### src/rtl/tach_regif_pkg.sv
package tach_regif_pkg;

  localparam int NUM_EVT   = 6;
  localparam int NUM_BYTE  = 7;
  localparam int NUM_HALF  = 2;
  localparam int NUM_RID   = 16;

  // register identifier equals byte offset divided by two
  typedef enum logic [3:0] {
    RID_CNT_A  = 4'd0,
    RID_CAP_A  = 4'd1,
    RID_CAP_B  = 4'd2,
    RID_CNT_B  = 4'd3,
    RID_PRESC  = 4'd4,
    RID_CLKSEL = 4'd5,
    RID_MODE   = 4'd6,
    RID_PEND   = 4'd7,
    RID_CLEAR  = 4'd8,
    RID_ENABLE = 4'd9,
    RID_CMP_A  = 4'd10,
    RID_CMP_B  = 4'd11,
    RID_CMPCTL = 4'd12,
    RID_SRC_A  = 4'd13,
    RID_SRC_B  = 4'd14,
    RID_NONE   = 4'd15
  } reg_id_e;

  // storage slots of the configuration bank
  localparam int BYTE_SLOT_RID [NUM_BYTE] = '{4, 5, 6, 9, 12, 13, 14};
  localparam int HALF_SLOT_RID [NUM_HALF] = '{10, 11};

  function automatic reg_id_e offset_to_rid(input logic [4:0] off);
    if (off[0] || (off[4:1] == 4'hF)) return RID_NONE;
    return reg_id_e'(off[4:1]);
  endfunction

  function automatic logic needs_half(input reg_id_e rid);
    return (rid inside {RID_CNT_A, RID_CAP_A, RID_CAP_B, RID_CNT_B,
                        RID_CMP_A, RID_CMP_B});
  endfunction

  function automatic logic width_ok(input reg_id_e rid, input logic half);
    return (rid != RID_NONE) && (needs_half(rid) == half);
  endfunction

  function automatic logic [NUM_EVT-1:0] pend_next(
      input logic [NUM_EVT-1:0] cur,
      input logic [NUM_EVT-1:0] set,
      input logic [NUM_EVT-1:0] clr);
    return (cur & ~clr) | set;
  endfunction

  function automatic logic irq_level(input logic [NUM_EVT-1:0] pend,
                                     input logic [NUM_EVT-1:0] en);
    return |(pend & en);
  endfunction

endpackage

### src/rtl/tach_decode.sv
module tach_decode
  import tach_regif_pkg::*;
#(
  parameter int ADDR_W = 5
) (
  input  logic              req,
  input  logic              wr,
  input  logic [ADDR_W-1:0] addr,
  input  logic              half,
  output reg_id_e           rid,
  output logic              legal,
  output logic              err,
  output logic [NUM_RID-1:0] wr_en
);

  logic hi_zero;

  generate
    if (ADDR_W > 5) begin : g_hi
      assign hi_zero = (addr[ADDR_W-1:5] == '0);
    end else begin : g_nohi
      assign hi_zero = 1'b1;
    end
  endgenerate

  always_comb begin
    rid   = hi_zero ? offset_to_rid(addr[4:0]) : RID_NONE;
    legal = req && width_ok(rid, half);
    err   = req && !legal;
    wr_en = (legal && wr) ? (NUM_RID'(1) << rid) : '0;
  end

endmodule

### src/rtl/tach_cfg_bank.sv
module tach_cfg_bank
  import tach_regif_pkg::*;
(
  input  logic                     clk,
  input  logic                     rst_n,
  input  logic [NUM_RID-1:0]       wr_en,
  input  logic [15:0]              wdata,
  output logic [NUM_BYTE-1:0][7:0] byte_q,
  output logic [NUM_HALF-1:0][15:0] half_q
);

  genvar g;
  generate
    for (g = 0; g < NUM_BYTE; g++) begin : g_byte
      always_ff @(posedge clk or negedge rst_n) begin
        if (!rst_n)                        byte_q[g] <= '0;
        else if (wr_en[BYTE_SLOT_RID[g]])  byte_q[g] <= wdata[7:0];
      end
    end
    for (g = 0; g < NUM_HALF; g++) begin : g_half
      always_ff @(posedge clk or negedge rst_n) begin
        if (!rst_n)                        half_q[g] <= '0;
        else if (wr_en[HALF_SLOT_RID[g]])  half_q[g] <= wdata;
      end
    end
  endgenerate

endmodule

### src/rtl/tach_status.sv
module tach_status
  import tach_regif_pkg::*;
(
  input  logic               clk,
  input  logic               rst_n,
  input  logic [NUM_EVT-1:0] set,
  input  logic [NUM_EVT-1:0] clr,
  input  logic [NUM_EVT-1:0] en,
  output logic [NUM_EVT-1:0] pend,
  output logic               irq
);

  always_ff @(posedge clk or negedge rst_n) begin
    if (!rst_n) pend <= '0;
    else        pend <= pend_next(pend, set, clr);
  end

  assign irq = irq_level(pend, en);

endmodule

### src/rtl/tach_regif.sv
module tach_regif
  import tach_regif_pkg::*;
#(
  parameter int ADDR_W = 5
) (
  input  logic              clk,
  input  logic              rst_n,
  input  logic              bus_req,
  input  logic              bus_wr,
  input  logic [ADDR_W-1:0] bus_addr,
  input  logic              bus_half,
  input  logic [15:0]       bus_wdata,
  output logic [15:0]       bus_rdata,
  output logic              bus_err,
  input  logic [15:0]       cnt_a_in,
  input  logic [15:0]       cap_a_in,
  input  logic [15:0]       cap_b_in,
  input  logic [15:0]       cnt_b_in,
  input  logic [5:0]        evt_set,
  output logic [7:0]        cfg_prescale,
  output logic [7:0]        cfg_clk_sel,
  output logic [7:0]        cfg_mode,
  output logic [7:0]        cfg_cmp_ctl,
  output logic [7:0]        cfg_src_a,
  output logic [7:0]        cfg_src_b,
  output logic [15:0]       cfg_cmp_a,
  output logic [15:0]       cfg_cmp_b,
  output logic              irq
);

  // named internal events, visible to the bound checker
  reg_id_e                   rid;
  logic                      acc_legal;
  logic [NUM_RID-1:0]        wr_en;
  logic [NUM_EVT-1:0]        clr_mask;
  logic [NUM_EVT-1:0]        pend_q;
  logic [7:0]                ien_q;
  logic [NUM_BYTE-1:0][7:0]  byte_q;
  logic [NUM_HALF-1:0][15:0] half_q;

  tach_decode #(.ADDR_W(ADDR_W)) u_dec (
    .req   (bus_req),
    .wr    (bus_wr),
    .addr  (bus_addr),
    .half  (bus_half),
    .rid   (rid),
    .legal (acc_legal),
    .err   (bus_err),
    .wr_en (wr_en)
  );

  tach_cfg_bank u_cfg (
    .clk    (clk),
    .rst_n  (rst_n),
    .wr_en  (wr_en),
    .wdata  (bus_wdata),
    .byte_q (byte_q),
    .half_q (half_q)
  );

  assign cfg_prescale = byte_q[0];
  assign cfg_clk_sel  = byte_q[1];
  assign cfg_mode     = byte_q[2];
  assign ien_q        = byte_q[3];
  assign cfg_cmp_ctl  = byte_q[4];
  assign cfg_src_a    = byte_q[5];
  assign cfg_src_b    = byte_q[6];
  assign cfg_cmp_a    = half_q[0];
  assign cfg_cmp_b    = half_q[1];

  assign clr_mask = wr_en[RID_CLEAR] ? bus_wdata[NUM_EVT-1:0] : '0;

  tach_status u_stat (
    .clk   (clk),
    .rst_n (rst_n),
    .set   (evt_set),
    .clr   (clr_mask),
    .en    (ien_q[NUM_EVT-1:0]),
    .pend  (pend_q),
    .irq   (irq)
  );

  always_comb begin
    bus_rdata = '0;
    if (acc_legal && !bus_wr) begin
      unique case (rid)
        RID_CNT_A:  bus_rdata = cnt_a_in;
        RID_CAP_A:  bus_rdata = cap_a_in;
        RID_CAP_B:  bus_rdata = cap_b_in;
        RID_CNT_B:  bus_rdata = cnt_b_in;
        RID_PRESC:  bus_rdata = {8'h00, byte_q[0]};
        RID_CLKSEL: bus_rdata = {8'h00, byte_q[1]};
        RID_MODE:   bus_rdata = {8'h00, byte_q[2]};
        RID_PEND:   bus_rdata = 16'(pend_q);
        RID_ENABLE: bus_rdata = {8'h00, byte_q[3]};
        RID_CMP_A:  bus_rdata = half_q[0];
        RID_CMP_B:  bus_rdata = half_q[1];
        RID_CMPCTL: bus_rdata = {8'h00, byte_q[4]};
        RID_SRC_A:  bus_rdata = {8'h00, byte_q[5]};
        RID_SRC_B:  bus_rdata = {8'h00, byte_q[6]};
        default:    bus_rdata = '0;
      endcase
    end
  end

endmodule

### config.mk
export PLATFORM = sky130hd
export DESIGN_NAME = tach_regif
export DESIGN_NICKNAME = d
export VERILOG_FILES = /design/src/rtl/tach_regif_pkg.sv /design/src/rtl/tach_decode.sv /design/src/rtl/tach_cfg_bank.sv /design/src/rtl/tach_status.sv /design/src/rtl/tach_regif.sv
export SDC_FILE = /design/constraint.sdc
export NUM_CORES = 1
export LEC_CHECK = 0
export ABC_AREA = 1
export BUFFER_PORTS_ARGS = -buffer_cell sky130_fd_sc_hd__buf_2
export CAP_MARGIN = 20
export CORE_MARGIN = 10
export CORE_UTILIZATION = 54
export DETAILED_ROUTE_END_ITERATION = 16
export PLACE_DENSITY = 0.87
export SYNTH_ARGS = -nofsm -noshare
export SYNTH_HDL_FRONTEND = slang
export SYNTH_SLANG_ARGS = --single-unit
### constraint.sdc
create_clock -name clk -period 3.55 [get_ports clk]
set_clock_uncertainty 0.1 [all_clocks]
set_input_delay 0.355 -clock clk [delete_from_list [all_inputs] [get_ports clk]]
set_output_delay 0.355 -clock clk [all_outputs]
set_load 0.01 [all_outputs]
# Yosys cells after proc, flatten, opt, wreduce, memory -nomap -nowiden
# Cells that the tools add are included.
[op_classes]
n_eq_ne = 16
n_mux = 7
reduce_logical = 11
shift = 1
bitwise_logic = 4
[ops]
columns = ["op", "n"]
rows = [
  ["$pmux W16 S14", 1],
  ["$eq A4 B4 Y1 const B", 7],
  ["$eq A4 B3 Y1 const B", 4],
  ["$mux W16", 1],
  ["$mux W15", 1],
  ["$shl A1 B4 Y15 const A", 1],
  ["$and A6 B6 Y6", 2],
  ["$eq A4 B2 Y1 const B", 2],
  ["$mux W4", 2],
  ["$mux W6", 1],
  ["$not A6 Y6", 1],
  ["$or A6 B6 Y6", 1],
  ["$reduce_bool A6 Y1", 1],
  ["$reduce_or A6 Y1", 1],
  ["$logic_and A1 B1 Y1", 5],
  ["$eq A4 B1 Y1 const B", 1],
  ["$logic_not A4 Y1", 1],
  ["$ne A4 B4 Y1 const B", 1],
  ["$logic_not A1 Y1", 2],
  ["$eq A1 B1 Y1", 1],
  ["$logic_or A1 B1 Y1", 1],
  ["$mux W1", 1],
]
[word_totals]
in_bits = 96
word_cells = 49
ff_bits = 94

# Longest topological paths before layout
# Gate-level depths: netlist of run 1.
[depth]
ltp_word = 15
ltp_mapped = 13

# Hierarchy
# Synthesis of run 1 repeated with hierarchy kept, for this count alone.
[unflattened]
hier_cells = 845
area_unflattened_um2 = 5629.1
[modules_own_cells]
columns = ["mod", "seq_area_each_um2", "area_per_inst_um2", "n_inst", "cells_each"]
rows = [
  ["tach_cfg_bank", 2202.1, 3419.5, 1, 382],
  ["tach_regif", 0.0, 1689.1, 1, 378],
  ["tach_status", 150.1, 262.8, 1, 30],
  ["tach_decode", 0.0, 257.7, 1, 55],
]

# Worst setup path after synthesis of run 1
# OpenSTA, ideal clock, no wires.
[synth_path]
path_kind = "input port to output port"
start = "input bus_addr[0]"
end = "output bus_rdata[13]"
n_path_buf = 2
arrival_time_ps = 1656
setup_slack_ps = 1439
required_ps = 3095
cell_stages = 9
cell_sequence = "inv_2 nand3_1 nand4_1 nand3_2 nor2_4 buf_8 nand2_4 buf_2 a31oi_1"
[synth_via]
elab_chain_cells = 10
word_cells_on_any_way = 25
classes_between = "eq/ne (15); mux (4); reduce/logical (6)"
[synth_rtl]
columns = ["element", "line_no", "source"]
rows = [
  ["start, declared", "tach_regif.sv:10", "input logic [ADDR_W-1:0] bus_addr,"],
  ["$logic_or A1 B1 Y1 (*)", "tach_regif_pkg.sv:33", "if (off[0] || (off[4:1] == 4'hF)) return RID_NONE;"],
  ["$mux W1 (*)", "tach_regif_pkg.sv:33", ""],
  ["$mux W4 (*)", "tach_regif_pkg.sv:34", "return reg_id_e'(off[4:1]);"],
  ["$eq A4 B1 Y1, or another cell as far along", "tach_regif_pkg.sv:38, tach_regif.sv:86", ""],
  ["$reduce_bool A6 Y1", "tach_regif_pkg.sv:38", "return (rid inside {RID_CNT_A, RID_CAP_A, RID_CAP_B, RID_CNT_B,"],
  ["$eq A1 B1 Y1", "tach_regif_pkg.sv:43", "return (rid != RID_NONE) && (needs_half(rid) == half);"],
  ["$logic_and A1 B1 Y1", "tach_regif_pkg.sv:43", ""],
  ["$logic_and A1 B1 Y1", "tach_decode.sv:28", "legal = req && width_ok(rid, half);"],
  ["$logic_and A1 B1 Y1", "tach_regif.sv:85", "if (acc_legal && !bus_wr) begin"],
  ["$mux W16 (*)", "tach_regif.sv:85", ""],
  ["end, declared", "tach_regif.sv:13", "output logic [15:0] bus_rdata,"],
]
# Every way passes the cells marked *; elsewhere a longest branch is shown, timed or not.

# Worst setup path after layout of run 1
[layout_path]
start = "input bus_addr[0]"
end = "output bus_rdata[6]"
# Same word-level chain as after synthesis.

==> results of run 1 <==
what timing repair did:
item                       CTS  global route
buffers inserted             0             0
hold endpoints to repair    44             0
hold buffers                 1             0
setup endpoints to repair    0             0
power groups by stage:
stage | Clock, mW | Combinational, mW | Sequential (mW)
after global placement | 0 | 0.343 | 1.22
after detailed placement | 0 | 0.353 | 1.22
after CTS | 0.756 | 0.355 | 1.20
after global routing | 0.801 | 0.389 | 1.21
after floorplan | 0 | 0.195 | 1.21
final | 0.759 | 0.354 | 1.20
flip-flops by register name (all words and copies together) (netlist names):
register      count
u_stat.pend       6
u_cfg.byte_q     56
u_cfg.half_q     32
worst max-delay path by stage:
stage	start	slack, ps	end	cells after the start
after floorplan	bus_addr[0]	1440	bus_rdata[13]	9
after global placement	bus_addr[0]	880	bus_rdata[1]	9
after detailed placement	bus_addr[0]	930	bus_rdata[6]	9
after CTS	bus_addr[0]	920	bus_rdata[6]	9
after global routing	bus_addr[0]	710	bus_rdata[0]	9
final	bus_addr[0]	870	bus_rdata[6]	9
placed cells by master (no fill, tap or decap):
cell             n
bufinv_16        1
and3_1           4
nand3_2          1
inv_2            1
buf_2          192
a31oi_1          8
nand4_1         22
o21ai_1         17
clkinv_1         1
nor2_4           1
nor2_1          17
buf_4            6
nand2_4          1
nor3_1           7
nand2_1        235
clkbuf_1         1
inv_8            1
a221oi_1         1
o21ai_0         66
clkinv_4         3
dfrtp_1         94
buf_16           1
a21oi_1         12
o21ai_2          6
nand3_1         26
inv_1           32
a211oi_1         1
dlygate4sd3_1    1
or2_2            1
clkbuf_8        10
nor2_2           8
nand3_4          4
a22o_1          15
area by class of cell:
class	instances	area (um2)
Inverter	34	127.6
Tap cell	129	161.4
Multi-Input combinational cell	453	2158
Timing Repair Buffer	200	1044
Clock buffer	11	141.4
Sequential cell	94	2352
Clock inverter	5	67.56
Fill cell	831	3188
cells by family (layout without fill, tap and decap cells):
logic type             count (synthesis)  count (layout)  synth area share [%]
DFF                                   94              94                 45.73
and+or+nand+nor                      327             327                 27.85
buffers and inverters                105             250                 12.31
AOI/OAI and AO/OA                    126             126                 14.11
worst register-to-register path: cells and delay by family (launching register included):
kind	cells	cell delay [ps]
flip-flops	1	430
AND/OR/NAND/NOR	1	90
AO/OA/AOI/OAI	1	120
per-layer routing:
metal | up-vias | wire length [um]
met5 | - | 0
met4 | 0 | 464
met3 | 43 | 2029
met2 | 329 | 8835
met1 | 2462 | 7227
li1 | 2401 | -
synthesized netlist by cell type:
cell type  instances  area, um2
a211oi_1           1      7.510
a21oi_1           12      60.06
a221oi_1           1      8.760
a22o_1            15      131.4
a31oi_1            8      50.05
and3_1             4      25.02
buf_2             17      85.08
buf_4             49      367.9
buf_6              3      33.78
buf_8              1      15.01
clkbuf_1           1      3.750
clkinv_1           1      3.750
dfrtp_1           94       2352
inv_1             32      120.1
inv_2              1      3.750
nand2_1          235      882.1
nand2_4            1      11.26
nand3_1           26      130.1
nand3_2            1      10.01
nand3_4            4      70.07
nand4_1           22      137.6
nor2_1            17      63.81
nor2_2             8      50.05
nor2_4             1      11.26
nor3_1             7      35.03
o21ai_0           66      330.3
o21ai_1           17      85.08
o21ai_2            6      52.55
or2_2              1      6.260
per-stage QoR:
stage | setup WS, ps | hold WS [ps] | power (mW) | instances | instance area, um2
2_1_floorplan | 1439 | -40.59 | 1.407 | 652 | 5144
3_3_place_gp | 884.2 | 370.3 | 1.560 | 908 | 5806
3_5_place_dp | 925.6 | 294.6 | 1.572 | 909 | 5833
4_1_cts | 916.8 | 53.81 | 2.309 | 926 | 6052
5_1_grt | 712.7 | 65.52 | 2.398 | 926 | 6052
6_report | 872.2 | 55.57 | 2.313 | 926 | 6052
==> qor.yml, run 1 <==
cp-end-kind: "output pin"
crit_required_ps: 3090
drt_iter0_drc: 623
fin_util_pct: 65.50
grt_pass1_wl_mm: 28.79
cp_cell_sequence: "buf_2, inv_2, nand3_1, nor2_2, nand2_1, nand4_1, nor2_1, a21oi_1, buf_2"
hold_viol_final: 0
seq_area_frac_synth_pct: 45.73
hold_path_class: "in2reg"
power.internal_mw: 1.627
rrSetupSlack_ps: 2680
path_clk_slew_ps: 100
syn_inst: 652
worstReg2RegEnd: "u_cfg.half_q[7]$_DFFE_PN0P_"
grt.met3_usage_pct: 6.667
track_usage_pct: 25.88
cp_top_family: "simple AND/OR/NAND/NOR gates"
drive_above_1_share_pct: 29.74
reg2regPathDepth: 2
worstSetupPathType: "in2out"
floorplan.initialDensity_pct: 55.67
clockPowerShare_pct: 32.8
power.density_mw_per_mm2: 382.2
cp_slowest_cell: "nor2_2"
power_frac_comb_pct: 15.3
clk_path_buf_depth: 2
gp_routability_congestion: 0.9573
rsz0062_at_grt: "false"
setup_tns_ps: 0
setup_viol: 0
globalRouteOverflowTotal: 0
diodes: 0
syn-mean-instance-area_um2: 7.889
hold_start: "evt_set[4]"
netSwitchingFraction_pct: 29.66
first_pass_iters: 6
holdPathEnd: "u_stat.pend[4]$_DFF_PN0_"
peakVddDrop_mv: 0.2085
yosys_warnings: 0
cp_slowest_stage_delay_ps: 660
min_path_cells: 3
grt_max_degree: 51
switching_power_mw: 0.6860
crit_fanout: 17
io_pins: 194
via_per_inst: 5.653
die_y_um: 117.6
p_leak_nw: 3.161
cp-start-kind: "input pin"
slew_viol_final: 0
cts_tree: "yes"
crit_top_cell: "buf_2"
synth_cell_types: 29
drc: 0
die-area_mm2: 0.01383
cap_violations: 0
syn-num-nets: 748
worstPathArrival_ps: 2220
num_rows: 35
final_nets: 888
fmax_ghz: 0.3734
seqPwrFrac_pct: 51.9
antenna_left: 0
io_buffers: 193
min_period_ps: 2678
routed_wl_mm: 18.56
dp_hpwl_mm: 14.32
syn_to_final_growth_pct: 17.66
worst-path-buf-inv: 3
antenna_found_initial: 0
cts-root-buf: "clkbuf_8"
outcome: "finished clean"
grt_use_met2_pct: 41.85
slew_headroom_pct: 42.56
htreeDepth: 3
r2r_start: "u_cfg.half_q[7]$_DFFE_PN0P_"
ys_ff_latch: 94
clock_latency_ps: 370
use_met1_pct: 32.90
syn_area_mm2: 0.005144
grt_pass1_vias: 5132
dr_total_vias: 5235
post_cts_resized: 0
tightest_slew_ps: 860.6
post_drt_wl_per_cell_um: 20.04
cts_buffers: 9
core_mm2: 0.009240
grt_busiest_layer: "met2"
cts_sinks: 94
die_w_um: 117.6
period_share_pct: 75.43
Note: power is estimated with default switching activity, not from simulation.
==> run 2, diff against run 1 <==
--- a/config.mk
+++ b/config.mk
@@ -9,9 +9,9 @@
 export BUFFER_PORTS_ARGS = -buffer_cell sky130_fd_sc_hd__buf_2
 export CAP_MARGIN = 20
 export CORE_MARGIN = 10
-export CORE_UTILIZATION = 54
+export CORE_UTILIZATION = 50
 export DETAILED_ROUTE_END_ITERATION = 16
-export PLACE_DENSITY = 0.87
+export PLACE_DENSITY = 0.81
 export SYNTH_ARGS = -nofsm -noshare
 export SYNTH_HDL_FRONTEND = slang
 export SYNTH_SLANG_ARGS = --single-unit
==> constraint.sdc (replaced) <==
create_clock -name clk -period 2.6 [get_ports clk]
set_clock_uncertainty 0.1 [all_clocks]
set_input_delay 0.26 -clock clk [delete_from_list [all_inputs] [get_ports clk]]
set_output_delay 0.26 -clock clk [all_outputs]
set_load 0.01 [all_outputs]
==> qor.yml, run 2 (synthesis gave the netlist of run 1 again) <==
outcome: "finished clean"
design_area_mm2: 0.006207
power_frac_comb_pct: 15.5
path_clk_slew_ps: 100
netSwitchingFraction_pct: 30.80
cp_top_family: "simple AND/OR/NAND/NOR gates"
power.density_mw_per_mm2: 516.0
layout_commonest_cell: "nand2_1"
htreeDepth: 3
clk_path_buf_depth: 2
regMostFlops: "u_cfg.byte_q"
worstPathArrival_ps: 2130
setup_tns_ps: 0
final_nets: 905
cp_slowest_stage_delay_ps: 480
cp_slowest_cell: "nor2_1"
placed_cells: 924
die_y_um: 121.4
io_pins: 194
cp-start-kind: "input pin"
cts-root-buf: "clkbuf_8"
slew_viol_final: 0
fin_cells: 947
num_rows: 36
multi_input_area_mm2: 0.002158
first_pass_iters: 7
via_per_inst: 5.684
seq_area_mm2: 0.002352
cp-end-kind: "output pin"
track_usage_pct: 24.94
p_leak_nw: 3.246
power.internal_mw: 2.217
routed-wl-met3_mm: 2.231
post-cts-setup-buffers: 0
core_mm2: 0.009910
dr.max_layer_used: "met4"
hold_viol_final: 0
post_drt_wl_per_cell_um: 20.25
cp_cell_sequence: "buf_2, inv_2, nand3_1, nor2_1, buf_4, nand2_1, nand3_1, nor3_1, a21oi_1, buf_2"
fill_cells: 906
drt_iter0_drc: 727
diodes: 0
drc: 0
antenna_found_initial: 0
die-area_mm2: 0.01474
tightest_slew_ps: 626.6
cp_num_cells: 10
grt_pass1_wl_mm: 28.86
seqPwrFrac_pct: 51.2
cts_tree: "yes"
routed_wl_mm: 19.18
clockPowerShare_pct: 33.3
largest_reg_flops: 56
post_cts_resized: 0
min_period_ps: 2488
peakVddDrop_mv: 0.3385
total_power_mw: 3.203
fin_hold_ws_ps: 36.54
die_w_um: 121.4
floorplan.initialDensity_pct: 51.91
min_path_cells: 3
grt_pass1_vias: 5315
hold_path_class: "in2reg"
crit_required_ps: 2240
cap_violations: 0
met1_length_mm: 7.087
globalRouteOverflowTotal: 0
syn_to_final_growth_pct: 20.68
dp_hpwl_mm: 14.75
wl_met2_mm: 9.123
cts.hold.buffers_added: 7
worstSetupPathType: "in2out"
cts_sinks: 94
grt_max_degree: 49
dr_total_vias: 5383
worst_slack_ps: 111.5
fmax_ghz: 0.4019
period_share_pct: 95.71
gp_routability_congestion: 1.048
switching_power_mw: 0.9864
crit_fanout: 8
fin_util_pct: 62.64
io_buffers: 193
final_cell_mix: "nand2_1 (235), buf_2 (192), dfrtp_1 (94)"
antenna_left: 0
rsz0062_at_grt: "false"
place_ws_ps: 177.3
cts_buffers: 9
reg_top3: "u_cfg.byte_q: 56 flops, u_cfg.half_q: 32 flops, u_stat.pend: 6 flops"
drive_above_1_share_pct: 30.59
setup_viol: 0
worst-path-buf-inv: 4
slew_headroom_pct: 58.23
reg2regPathDepth: 2
clock_latency_ps: 380
dpl_cell_area_mm2: 0.005926
==> run 2: changes by cell type in the layout (fill, tap and decap cells not counted) <==
cell and delta:
buf_4 +10, dlygate4sd3_1 +6, buf_12 +2, inv_6 +2, buf_16 -1, clkbuf_1 -1, clkbuf_8 -1, clkinv_4 -1
inv_8 +1
==> run 2: cell type report <==
type	instances	area share, %
tap	133	2.681
clock inverter	7	1.411
timing repair buffer	217	19.19
sequential	94	37.90
multi-input combinational	453	34.77
inverter	34	2.056
clock buffer	9	1.996
==> run 2: path summary, 6_finish.rpt <==
path                                               from                      endpoint  slack [ps]
min reg2reg                u_cfg.byte_q[31]$_DFFE_PN0P_  u_cfg.byte_q[31]$_DFFE_PN0P_         400
max                                         bus_addr[0]                  bus_rdata[1]         110
min in group asynchronous                         rst_n  u_cfg.byte_q[20]$_DFFE_PN0P_         330
min                                       bus_wdata[12]  u_cfg.half_q[28]$_DFFE_PN0P_          40
max reg2reg                u_cfg.byte_q[34]$_DFFE_PN0P_  u_cfg.byte_q[34]$_DFFE_PN0P_        1720
max in group asynchronous                         rst_n  u_cfg.byte_q[51]$_DFFE_PN0P_        1380
==> run 2: per-layer routing <==
metal | track usage, % | vias up
li1 | - | 2429
met1 | 29.98 | 2515
met2 | 39.82 | 380
met3 | 8.283 | 59
met4 | 11.03 | 0
met5 | 0 | -
==> run 2: power groups by stage <==
stage          registers [mW]  logic (mW)  clock network [mW]
2_1_floorplan            1.65       0.267                   0
4_1_cts                  1.63       0.498                1.07
3_5_place_dp             1.66       0.488                   0
3_3_place_gp             1.66       0.475                   0
5_1_grt                  1.65       0.543                1.13
6_report                 1.64       0.498                1.07
==> run 2: worst register-to-register path, stage by stage, from the launching register on <==
cell and delay, ps:
dfrtp_1 450, nand2_1 110, o21ai_0 100
